File: src/rtl/route_matrix_pkg.sv
package route_matrix_pkg;
  typedef struct packed {
    logic loadRoute;
    logic loadDefault;
    logic loadCfg;
    logic clearCfg;
  } strobe_t;
endpackage

File: src/rtl/route_matrix_seq.sv
module route_matrix_seq
  import route_matrix_pkg::*;
#(
  parameter int SUB_W = 8,
  parameter logic [SUB_W-1:0] CFG_SUB = 8'h12,
  parameter logic [SUB_W-1:0] ROUTE_SUB = 8'h13
) (
  input  logic clk,
  input  logic rstN,
  input  logic standbyN,
  input  logic wrEn,
  input  logic [SUB_W-1:0] wrSub,
  output strobe_t strb
);
  logic defaultPending;
  logic hitCfg;
  logic hitRoute;

  assign hitCfg   = wrEn && standbyN && (wrSub == CFG_SUB);
  assign hitRoute = wrEn && standbyN && (wrSub == ROUTE_SUB);

  always_ff @(posedge clk or negedge rstN) begin
    if (!rstN) defaultPending <= 1'b1;
    else if (!standbyN) defaultPending <= 1'b1;
    else if (hitCfg || hitRoute) defaultPending <= 1'b0;
  end

  always_comb begin
    strb.loadRoute   = hitRoute;
    strb.loadDefault = hitCfg && defaultPending && !hitRoute;
    strb.loadCfg     = hitCfg;
    strb.clearCfg    = !standbyN;
  end
endmodule

File: src/rtl/route_matrix_path.sv
module route_matrix_path
  import route_matrix_pkg::*;
#(
  parameter int NUM_IN = 4,
  parameter int NUM_OUT = 2,
  parameter int DATA_W = 8,
  parameter logic [DATA_W-1:0] ROUTE_DEFAULT = 8'h08,
  parameter logic [DATA_W-1:0] CFG_DEFAULT = 8'h00
) (
  input  logic clk,
  input  logic rstN,
  input  strobe_t strb,
  input  logic [DATA_W-1:0] wrData,
  output logic [NUM_OUT*NUM_IN-1:0] selOneHot,
  output logic [DATA_W-1:0] cfgOut
);
  localparam int IDX_W = $clog2(NUM_IN);
  localparam int SEL_W = IDX_W + 1;
  localparam int FIELD_W = SEL_W * NUM_OUT;

  logic [FIELD_W-1:0] routeReg;
  logic [FIELD_W-1:0] muteWord;

  generate
    for (genvar k = 0; k < NUM_OUT; k++) begin : g_mute
      assign muteWord[k*SEL_W +: SEL_W] = {1'b1, {IDX_W{1'b0}}};
    end
  endgenerate

  always_ff @(posedge clk or negedge rstN) begin
    if (!rstN) routeReg <= muteWord;
    else if (strb.loadRoute) routeReg <= wrData[FIELD_W-1:0];
    else if (strb.loadDefault) routeReg <= ROUTE_DEFAULT[FIELD_W-1:0];
  end

  always_ff @(posedge clk or negedge rstN) begin
    if (!rstN) cfgOut <= CFG_DEFAULT;
    else if (strb.clearCfg) cfgOut <= CFG_DEFAULT;
    else if (strb.loadCfg) cfgOut <= wrData;
  end

  generate
    for (genvar k = 0; k < NUM_OUT; k++) begin : g_out
      logic [SEL_W-1:0] field;
      assign field = routeReg[k*SEL_W +: SEL_W];
      for (genvar i = 0; i < NUM_IN; i++) begin : g_in
        assign selOneHot[k*NUM_IN+i] = !field[SEL_W-1] && (field[IDX_W-1:0] == IDX_W'(i));
      end
    end
  endgenerate
endmodule

File: src/rtl/route_matrix_ctrl.sv
module route_matrix_ctrl
  import route_matrix_pkg::*;
#(
  parameter int NUM_IN = 4,
  parameter int NUM_OUT = 2,
  parameter int DATA_W = 8,
  parameter int SUB_W = 8,
  parameter logic [SUB_W-1:0] CFG_SUB = 8'h12,
  parameter logic [SUB_W-1:0] ROUTE_SUB = 8'h13,
  parameter logic [DATA_W-1:0] ROUTE_DEFAULT = 8'h08,
  parameter logic [DATA_W-1:0] CFG_DEFAULT = 8'h00
) (
  input  logic clk,
  input  logic rstN,
  input  logic standbyN,
  input  logic wrEn,
  input  logic [SUB_W-1:0] wrSub,
  input  logic [DATA_W-1:0] wrData,
  output logic [NUM_OUT*NUM_IN-1:0] selOneHot,
  output logic [DATA_W-1:0] cfgOut
);
  strobe_t strb;

  route_matrix_seq #(
    .SUB_W(SUB_W), .CFG_SUB(CFG_SUB), .ROUTE_SUB(ROUTE_SUB)
  ) u_seq (
    .clk(clk), .rstN(rstN), .standbyN(standbyN), .wrEn(wrEn),
    .wrSub(wrSub), .strb(strb)
  );

  route_matrix_path #(
    .NUM_IN(NUM_IN), .NUM_OUT(NUM_OUT), .DATA_W(DATA_W),
    .ROUTE_DEFAULT(ROUTE_DEFAULT), .CFG_DEFAULT(CFG_DEFAULT)
  ) u_path (
    .clk(clk), .rstN(rstN), .strb(strb), .wrData(wrData),
    .selOneHot(selOneHot), .cfgOut(cfgOut)
  );
endmodule

File: config.mk
export PLATFORM = sky130hd
export DESIGN_NAME = route_matrix_ctrl
export DESIGN_NICKNAME = d
export VERILOG_FILES = /design/src/rtl/route_matrix_pkg.sv /design/src/rtl/route_matrix_seq.sv /design/src/rtl/route_matrix_path.sv /design/src/rtl/route_matrix_ctrl.sv
export SDC_FILE = /design/constraint.sdc
export NUM_CORES = 1
export LEC_CHECK = 0
export BUFFER_PORTS_ARGS = -buffer_cell sky130_fd_sc_hd__buf_2
export CELL_PAD_IN_SITES_DETAIL_PLACEMENT = 1
export CELL_PAD_IN_SITES_GLOBAL_PLACEMENT = 1
export CORE_MARGIN = 8
export CORE_UTILIZATION = 31
export CTS_BUF_LIST = sky130_fd_sc_hd__clkbuf_2 sky130_fd_sc_hd__clkbuf_4 sky130_fd_sc_hd__clkbuf_8
export DETAILED_ROUTE_END_ITERATION = 6
export GPL_TIMING_DRIVEN = 0
export HOLD_SLACK_MARGIN = 0.05
export PLACE_DENSITY = 0.82
export SLEW_MARGIN = 20
export SYNTH_ARGS = -nofsm -noshare
export SYNTH_HDL_FRONTEND = slang
export SYNTH_SLANG_ARGS = --single-unit
File: constraint.sdc
create_clock -name clk -period 1.1 [get_ports clk]
set_clock_uncertainty 0.05 [all_clocks]
set_input_delay 0.22 -clock clk [delete_from_list [all_inputs] [get_ports clk]]
set_output_delay 0.22 -clock clk [all_outputs]
set_load 0.01 [all_outputs]
==> results of run 1 <==
flip-flops by register name (all words and copies together), names as in the netlist:
name / flops
u_path.cfgOut: 8
u_path.routeReg: 6
u_seq.defaultPending: 1
synth_stat cells:
library cell,number,area [um^2]
and4bb_2,1,12.5
nand2_1,9,33.8
buf_2,2,10.0
a22o_1,5,43.8
and3b_1,1,8.76
and4_1,1,8.76
nor3b_1,4,30.0
dfrtp_1,12,300
inv_1,9,33.8
nor4b_4,1,23.8
o2111ai_2,1,15.0
a22oi_1,1,7.51
nor3_1,3,15.0
dfstp_2,3,78.8
o21ai_0,1,5.00
nand4b_1,2,17.5
mux2i_1,8,80.1
clkbuf_1,1,3.75
and3_1,1,6.26
logic make-up after synthesis:
| kind of cell | after synthesis | synth area share |
|---|---|---|
| simple gates | 23 | 0.213 |
| flops | 15 | 0.516 |
| buf+inv | 12 | 0.0647 |
| mux | 8 | 0.109 |
| compound gates | 8 | 0.0971 |
path summary, 6_finish.rpt:
| check | start | end | slack, ns | cells past startpoint |
|---|---|---|---|---|
| max | u_path.routeReg[2] | selOneHot[3] | -0.33 | 2 |
| min | wrData[0] | u_path.routeReg[0] | 0.13 | 2 |
| min reg2reg | u_seq.defaultPending | u_seq.defaultPending | 0.48 | 2 |
| max in group asynchronous | rstN | u_path.routeReg[5] | 0.38 | 2 |
| max reg2reg | u_seq.defaultPending | u_path.routeReg[4] | -0.04 | 2 |
| min in group asynchronous | rstN | u_path.cfgOut[1] | 0.31 | 2 |
area by class of cell:
class	count	area (um^2)
fillers	261	1090
multi-input cells	39	359
clock buffers	4	30.0
flip-flops and latches	15	380
well taps	28	35.0
inverters	9	33.8
plain buffers	3	26.3
repair buffers	42	274
report_power, final:
| part | leakage, nW | internal (mW) | switching [mW] |
|---|---|---|---|
| logic | 0.430 | 0.0685 | 0.0626 |
| registers | 0.192 | 0.560 | 0.0101 |
| clock network | 0.0184 | 0.165 | 0.175 |
| total | 0.640 | 0.793 | 0.248 |
metrics by stage:
stage	hold WS [ns]	cells	setup TNS (ns)	total power [mW]	cell area (um^2)
after floorplan	-0.126	66	-0.583	0.613	741
after global routing	0.127	140	-3.20	1.09	1140
after detailed placement	0.0871	129	-3.56	0.685	951
final	0.134	140	-2.33	1.04	1140
after global placement	0.0832	129	-2.96	0.678	951
after CTS	0.128	139	-2.36	1.04	1090
routing by layer:
| metal | vias up | global-route usage | part of all wire |
|---|---|---|---|
| met2 | 23 | 0.190 | 0.50 |
| met3 | 2 | 0.0447 | 0.078 |
| met4 | 0 | 0.0245 | 0.0072 |
| met5 | - | 0 | 0 |
| met1 | 340 | 0.114 | 0.41 |
| li1 | 323 | - | - |
repair_timing:
| action | 4_1_cts | 5_1_grt |
|---|---|---|
| endpoints found under the setup margin | 14 | 29 |
| gates resized for setup | 9 | 9 |
| buffers inserted | 5 | 1 |
| pin swaps | 7 | 5 |
| hold endpoints to repair | 12 | 0 |
| hold buffers | 1 | 0 |
==> results.ini, run 1 <==
[outcome]
status=complete, but fails checks
failed_checks=negative setup slack

[yosys]
avgSynthCellArea_um2=11.1
yosys_warnings=0
seq_area_frac_synth=0.516
synthCells=66
syn_nets=86
synth-seq-cells=15
syn_area_um2=734
ys_types=19

[clocking]
root_buffer=clkbuf_4
numCtsBuffers=3
htree_levels=1
clock_latency_ns=0.28
clock_tree.buffer_depth=2
clk_pin_slew_ns=0.09
cts.sinks=15
cts_tree=yes

[drt]
drt.antenna.violating_nets=0
routed_wl_um=2220
drt_pass1_iterations=2
routed_via_density=4.91
vias=688
route.detailed.drc=0
drt-initial-drc-count=6
avgRoutedWirePerCell_um=15.9

[floorplan]
die_area_um2=4180
die_w_um=64.7
die_height_um=64.7
rows=17
io_pins=36
initial_utilization=0.329
core_area_um2=2230

[final_layout]
drive_above_1_share=0.554
areaGrowthSynthToFinish_pct=55.0
n_antenna_cell=0
final_util=0.510
final_cell_mix=buf_2 (30), dfrtp_1 (11), nand2_1 (9)
nNetsFinal=133
final_common_cell=buf_2

[placement]
dp_hpwl_um=1700
globalplace.congestion=0.649
portBuffers=35
place_ws_ns=-0.298

[setup_path]
crit_required_ns=0.83
cp-end-kind=output port
crit_path_max_fanout=3
critPathLaunchType=register
cp_num_buf_inv=1
critPathTopFamily=flip-flops
crit_slowest_cell=dfstp_2
arrival_ns=1.16
crit_chain=and3b_1 -> buf_2
crit_path_max_incr_delay_ns=0.57
crit_type=reg -> out

[sta]
maxSlewViolCount=0
worst_pin_slew_ns=0.422
max_freq_mhz=700
rsz0062_at_grt=true
finalSetupViolations=12
setup_slack_ns=-0.328
layout_min_cycle_time_ns=1.43
slew_headroom=0.718
finalCritPeriodShare=1.30
hold_viol_final=0

[global_routing]
grt_pass1_wl_um=3640
gr-total-overflow=0
track_usage=0.107
antenna_found_initial=0
grt_max_degree=16
grt_pass1_vias=789

[hold_path]
hp-class=in -> reg

[power_and_ir_drop]
ir_drop_uv=482
cellPowerDensity_nw_per_um2=914
p_leak_nw=0.640

[run]
maxCapViolCount=0

(Power assumes the default switching activity.)
==> run 2: changes to the inputs <==
--- a/config.mk
+++ b/config.mk
@@ -14,7 +14,7 @@
 export DETAILED_ROUTE_END_ITERATION = 6
 export GPL_TIMING_DRIVEN = 0
 export HOLD_SLACK_MARGIN = 0.05
-export PLACE_DENSITY = 0.82
+export PLACE_DENSITY = 0.78
 export SLEW_MARGIN = 20
 export SYNTH_ARGS = -nofsm -noshare
 export SYNTH_HDL_FRONTEND = slang
==> run 2 against run 1 <==
Compared with the run above: critical path depth stayed put; hold slack worse by 0.035 ns; maximum frequency is 2.9% lower; non-clock buffer count is 3 higher; register-to-register slack better by 0.02 ns; critical path type unchanged; clock power is 7.9% higher; the flow still finishes with violations (negative setup slack).
==> results.ini, run 2 (same netlist as run 1, synthesis figures left out) <==
[setup_path]
crit_type=reg -> out
crit_chain=and3b_1 -> buf_2
r2r_cells=2  ; unchanged
crit_path_max_incr_delay_ns=0.58  ; about the same
regToRegStartpoint=u_seq.defaultPending
reg2reg_to=u_path.routeReg[0]
crit_path_max_fanout=3  ; unchanged
timing.reg2reg.setup_slack_ns=-0.02  ; +0.02 ns
cp_num_buf_inv=1  ; unchanged
crit_slowest_cell=dfstp_2
arrival_ns=1.20  ; +0.04 ns
cp-end-kind=output port
crit_required_ns=0.83  ; about the same
critPathTopFamily=flip-flops
critPathLaunchType=register

[power_and_ir_drop]
power_mw=1.06  ; +2.0%
p_leak_nw=0.656  ; +2.4%
cellPowerDensity_nw_per_um2=937  ; +2.5%
ir_drop_uv=533  ; +11%

[final_layout]
nNetsFinal=136  ; +2.3%
largest_registers=u_path.cfgOut x8, u_path.routeReg x6, u_seq.defaultPending x1
final_cell_mix=buf_2 (34), dfrtp_1 (10), nand2_1 (9)
drive_above_1_share=0.565  ; +0.0116
final_util=0.508  ; -0.00224
final_common_cell=buf_2
n_antenna_cell=0  ; unchanged
largest_reg_flops=8  ; unchanged
regMostFlops=u_path.cfgOut
areaGrowthSynthToFinish_pct=54.3

[run]
maxCapViolCount=0  ; unchanged

[sta]
setup_tns_ns=-2.76  ; -0.432 ns
worst_pin_slew_ns=0.393  ; -0.0293 ns
slew_headroom=0.738  ; +0.0195
rsz0062_at_grt=true
setup_slack_ns=-0.371  ; -0.0430 ns
maxSlewViolCount=0  ; unchanged
finalCritPeriodShare=1.34  ; +0.0391
max_freq_mhz=680  ; -2.9%
hold_viol_final=0  ; unchanged
layout_min_cycle_time_ns=1.47  ; +0.0430 ns
finalSetupViolations=17  ; +5

[clocking]
root_buffer=clkbuf_4
htree_levels=1  ; unchanged
clock_latency_ns=0.30  ; +0.02 ns
clock_tree.buffer_depth=2  ; unchanged
cts_tree=yes
clk_pin_slew_ns=0.09  ; about the same
numCtsBuffers=3  ; unchanged
cts.sinks=15  ; unchanged

[floorplan]
io_pins=36  ; unchanged
die_w_um=64.7  ; unchanged
die_area_um2=4180  ; unchanged
rows=17  ; unchanged
core_area_um2=2230  ; unchanged
initial_utilization=0.329  ; unchanged
die_height_um=64.7  ; unchanged

[hold_path]
holdCritStartpoint=wrData[6]
hp-class=in -> reg
hold_end=u_path.cfgOut[6]
hold_depth=3  ; +1

[drt]
routed_wl_um=2350  ; +5.7%
drt.antenna.violating_nets=0  ; unchanged
avgRoutedWirePerCell_um=16.4  ; +3.5%
drt-initial-drc-count=17  ; +11
routed_via_density=4.74  ; -3.5%
drt_pass1_iterations=4  ; +2
vias=678  ; -1.5%
route.detailed.drc=0  ; unchanged

[outcome]
failed_checks=negative setup slack
status=complete, but fails checks

[placement]
portBuffers=35  ; unchanged
globalplace.congestion=0.693  ; +6.8%
dp_hpwl_um=1600  ; -5.9%

[global_routing]
gr-total-overflow=0  ; unchanged
antenna_found_initial=0  ; unchanged
grt_pass1_wl_um=3660  ; +0.55%
track_usage=0.114  ; +0.00700
grt_pass1_vias=780  ; -1.1%
grt_max_degree=16  ; unchanged

==> run 2: through the flow <==
| stage | std cells | area, um^2 | hold WS, ns | setup slack [ns] |
|---|---|---|---|---|
| detailed placement | 129 | 951 | 0.0892 | -0.326 |
| global placement | 129 | 951 | 0.0846 | -0.257 |
| global route | 143 | 1130 | 0.0867 | -0.436 |
| finish | 143 | 1130 | 0.0989 | -0.371 |
| CTS | 138 | 1060 | 0.106 | -0.364 |
| floorplan | 66 | 741 | -0.126 | -0.0673 |
==> run 2: per-layer routing <==
metal  GRT usage  up-vias  wire length (um)  part of all wire
met2       0.180       20              1220              0.52
met5           0        -                 0                 0
met1       0.126      326               956              0.41
li1            -      329                 -                 -
met4      0.0654        0                40             0.017
met3      0.0464        3               127             0.054
==> run 2: area by class of cell <==
cell class | count | area [um^2]
Inverter | 9 | 33.8
Timing Repair Buffer | 45 | 278
Sequential cell | 15 | 382
Fill cell | 262 | 1100
Clock buffer | 4 | 30.0
Multi-Input combinational cell | 39 | 355
Buffer | 3 | 20.0
Tap cell | 28 | 35.0
==> run 2: power by group <==
part | switching, mW | internal, mW
Clock | 0.200 | 0.167
Sequential | 0.0104 | 0.560
Combinational | 0.0619 | 0.0627
==> run 2: worst max path at each step <==
| stage | start | to | cells past startpoint | slack (ns) |
|---|---|---|---|---|
| after global routing | u_path.routeReg[2] | selOneHot[3] | 2 | -0.44 |
| after detailed placement | wrSub[6] | u_path.routeReg[0] | 4 | -0.33 |
| final | u_path.routeReg[2] | selOneHot[3] | 2 | -0.37 |
| after global placement | wrSub[6] | u_path.routeReg[4] | 4 | -0.26 |
| after CTS | u_path.routeReg[2] | selOneHot[3] | 2 | -0.36 |
| after floorplan | wrSub[6] | u_path.routeReg[0] | 3 | -0.07 |
==> run 2: timing repair <==
| item | CTS | global route |
|---|---|---|
| pin swaps | 4 | 6 |
| endpoints found under the setup margin | 20 | 29 |
| gates resized for setup | 5 | 8 |
| buffers inserted | 4 | 5 |
| hold endpoints to repair | 15 | 0 |
| hold buffers | 1 | 0 |
==> run 2: worst reg2reg max path, stage by stage (launching register included) <==
cell       delay, ns
dfstp_2         0.57
o2111ai_4       0.15
a22o_1          0.25
==> run 3: changes to the inputs <==
--- a/config.mk
+++ b/config.mk
@@ -8,9 +8,10 @@
 export BUFFER_PORTS_ARGS = -buffer_cell sky130_fd_sc_hd__buf_2
 export CELL_PAD_IN_SITES_DETAIL_PLACEMENT = 1
 export CELL_PAD_IN_SITES_GLOBAL_PLACEMENT = 1
-export CORE_MARGIN = 8
+export CORE_MARGIN = 2
 export CORE_UTILIZATION = 31
 export CTS_BUF_LIST = sky130_fd_sc_hd__clkbuf_2 sky130_fd_sc_hd__clkbuf_4 sky130_fd_sc_hd__clkbuf_8
+export CTS_CLUSTER_DIAMETER = 200
 export DETAILED_ROUTE_END_ITERATION = 6
 export GPL_TIMING_DRIVEN = 0
 export HOLD_SLACK_MARGIN = 0.05
==> run 3 against run 2 <==
Compared with the run above: the flow still finishes with violations (negative setup slack); sequential share of layout area rose by 0.65 points; combinational power barely moved; cell area fell by 2.5%; critical endpoint unchanged; largest cell class unchanged; largest power group unchanged.
==> results.ini, run 3 (same netlist as run 1, synthesis figures left out) <==
[clocking]
cts.sinks=15  ; unchanged
clk_pin_slew_ns=0.08  ; about the same
numCtsBuffers=3  ; unchanged
clock_tree.buffer_depth=2  ; unchanged
htree_levels=1  ; unchanged
root_buffer=clkbuf_4
cts_tree=yes
clock_latency_ns=0.28  ; -0.02 ns

[drt]
drt_pass1_iterations=4  ; unchanged
drt-initial-drc-count=9  ; -8
avgRoutedWirePerCell_um=14.3  ; -13%
drt.antenna.violating_nets=0  ; unchanged
vias=664  ; -2.1%
route.detailed.drc=0  ; unchanged
routed_wl_um=2020  ; -14%
routed_via_density=4.71  ; -0.68%

[final_layout]
stdcell_area_um2=1100  ; -2.5%
multi_input_comb_area_um2=344  ; -3.2%
largest_reg_flops=8  ; unchanged
seq_area_um2=379  ; -0.66%
drive_above_1_share=0.531  ; -0.0342
n_antenna_cell=0  ; unchanged
areaGrowthSynthToFinish_pct=50.4
fillers=265  ; +1.1%
nNetsFinal=134  ; -1.5%
final_cell_mix=buf_2 (32), dfrtp_1 (12), nand2_1 (9)
final_common_cell=buf_2
largest_registers=u_path.cfgOut x8, u_path.routeReg x6, u_seq.defaultPending x1
final_util=0.495  ; -0.0129
regMostFlops=u_path.cfgOut

[floorplan]
die_height_um=52.7  ; -19%
core_area_um2=2230  ; unchanged
die_area_um2=2770  ; -34%
rows=17  ; unchanged
io_pins=36  ; unchanged
initial_utilization=0.329  ; unchanged
die_w_um=52.7  ; -19%

[global_routing]
antenna_found_initial=0  ; unchanged
grt_max_degree=16  ; unchanged
gr-total-overflow=0  ; unchanged
grt_pass1_wl_um=3030  ; -17%
grt_pass1_vias=678  ; -13%
track_usage=0.156  ; +0.0421

[placement]
portBuffers=35  ; unchanged
globalplace.congestion=0.706  ; +1.9%
dp_hpwl_um=1410  ; -12%
placed_area_um2=951  ; unchanged

[hold_path]
holdCritStartpoint=wrData[7]
hp-class=in -> reg
hold_depth=3  ; unchanged

[power_and_ir_drop]
p_leak_nw=0.640  ; -2.4%
ir_drop_uv=649  ; +22%
power_mw=1.03  ; -3.2%
cellPowerDensity_nw_per_um2=930  ; -0.70%

[setup_path]
crit_path_max_fanout=5  ; +2
arrival_ns=1.15  ; -0.05 ns
critPathLaunchType=register
crit_path_start=u_path.routeReg[2]
r2r_cells=2  ; unchanged
crit_type=reg -> out
cp-end-kind=output port
regToRegStartpoint=u_seq.defaultPending
crit_required_ns=0.83  ; about the same

[sta]
setup_tns_ns=-2.17  ; +0.587 ns
finalSetupViolations=14  ; -3
maxSlewViolCount=0  ; unchanged
hold_viol_final=0  ; unchanged
worst_pin_slew_ns=0.391  ; -0.00237 ns
finalCritPeriodShare=1.30  ; -0.0422
setup_slack_ns=-0.325  ; +0.0464 ns
rsz0062_at_grt=true
layout_min_cycle_time_ns=1.42  ; -0.0464 ns
slew_headroom=0.740  ; +0.00158
max_freq_mhz=702  ; +3.3%

[outcome]
status=complete, but fails checks
failed_checks=negative setup slack

[run]
maxCapViolCount=0  ; unchanged

-- run 3: per-stage QoR --
stage / instances / hold slack (ns) / setup slack, ns
2_1_floorplan: 66 / -0.126 / -0.0673
3_3_place_gp: 129 / 0.0845 / -0.264
3_5_place_dp: 129 / 0.0882 / -0.292
4_1_cts: 135 / 0.117 / -0.337
5_1_grt: 141 / 0.122 / -0.379
6_report: 141 / 0.120 / -0.325
-- run 3: routing by layer --
metal,global-route usage,part of all wire,wire [um],vias up
li1,-,-,-,326
met1,0.190,0.42,856,314
met2,0.242,0.51,1040,20
met3,0.0543,0.051,103,4
met4,0.0769,0.010,21,0
met5,0,0,0,-
-- run 3: what timing repair did --
| item | 4_1_cts | 5_1_grt |
|---|---|---|
| setup buffers | 1 | 6 |
| setup endpoints to repair | 16 | 29 |
| pin swaps | 3 | 7 |
| cloned | 0 | 0 |
| endpoints found under the hold margin | 12 | 0 |
| hold buffers | 1 | 0 |
| gates resized for setup | 6 | 7 |
-- run 3: worst max-delay path, cell delays in order, from the launching register on --
cell     delay, ns
dfstp_2       0.57
and3b_1       0.17
buf_2         0.13
-- run 3: report_power, final --
part | total [mW] | internal, mW | leakage [nW] | switching (mW)
combinational | 0.123 | 0.0618 | 0.428 | 0.0609
sequential | 0.568 | 0.559 | 0.194 | 0.00831
clock | 0.337 | 0.166 | 0.0184 | 0.172
total | 1.03 | 0.787 | 0.640 | 0.241
-- run 3: layout make-up --
cell class	instances	area share
sequential	15	0.343
clock buffer	4	0.0272
inverter	9	0.0306
tap	28	0.0317
buffer	3	0.0238
multi-input combinational	39	0.311
timing repair buffer	43	0.232
-- run 3: path summary, 6_finish.rpt --
| path | endpoint | slack, ns |
|---|---|---|
| min in group asynchronous | u_path.cfgOut[4] | 0.31 |
| max in group asynchronous | u_path.routeReg[2] | 0.39 |
| setup / recovery | selOneHot[3] | -0.32 |
| setup reg to reg | u_path.routeReg[1] | -0.05 |
| hold / removal | u_path.cfgOut[7] | 0.12 |
| hold reg to reg | u_seq.defaultPending | 0.48 |
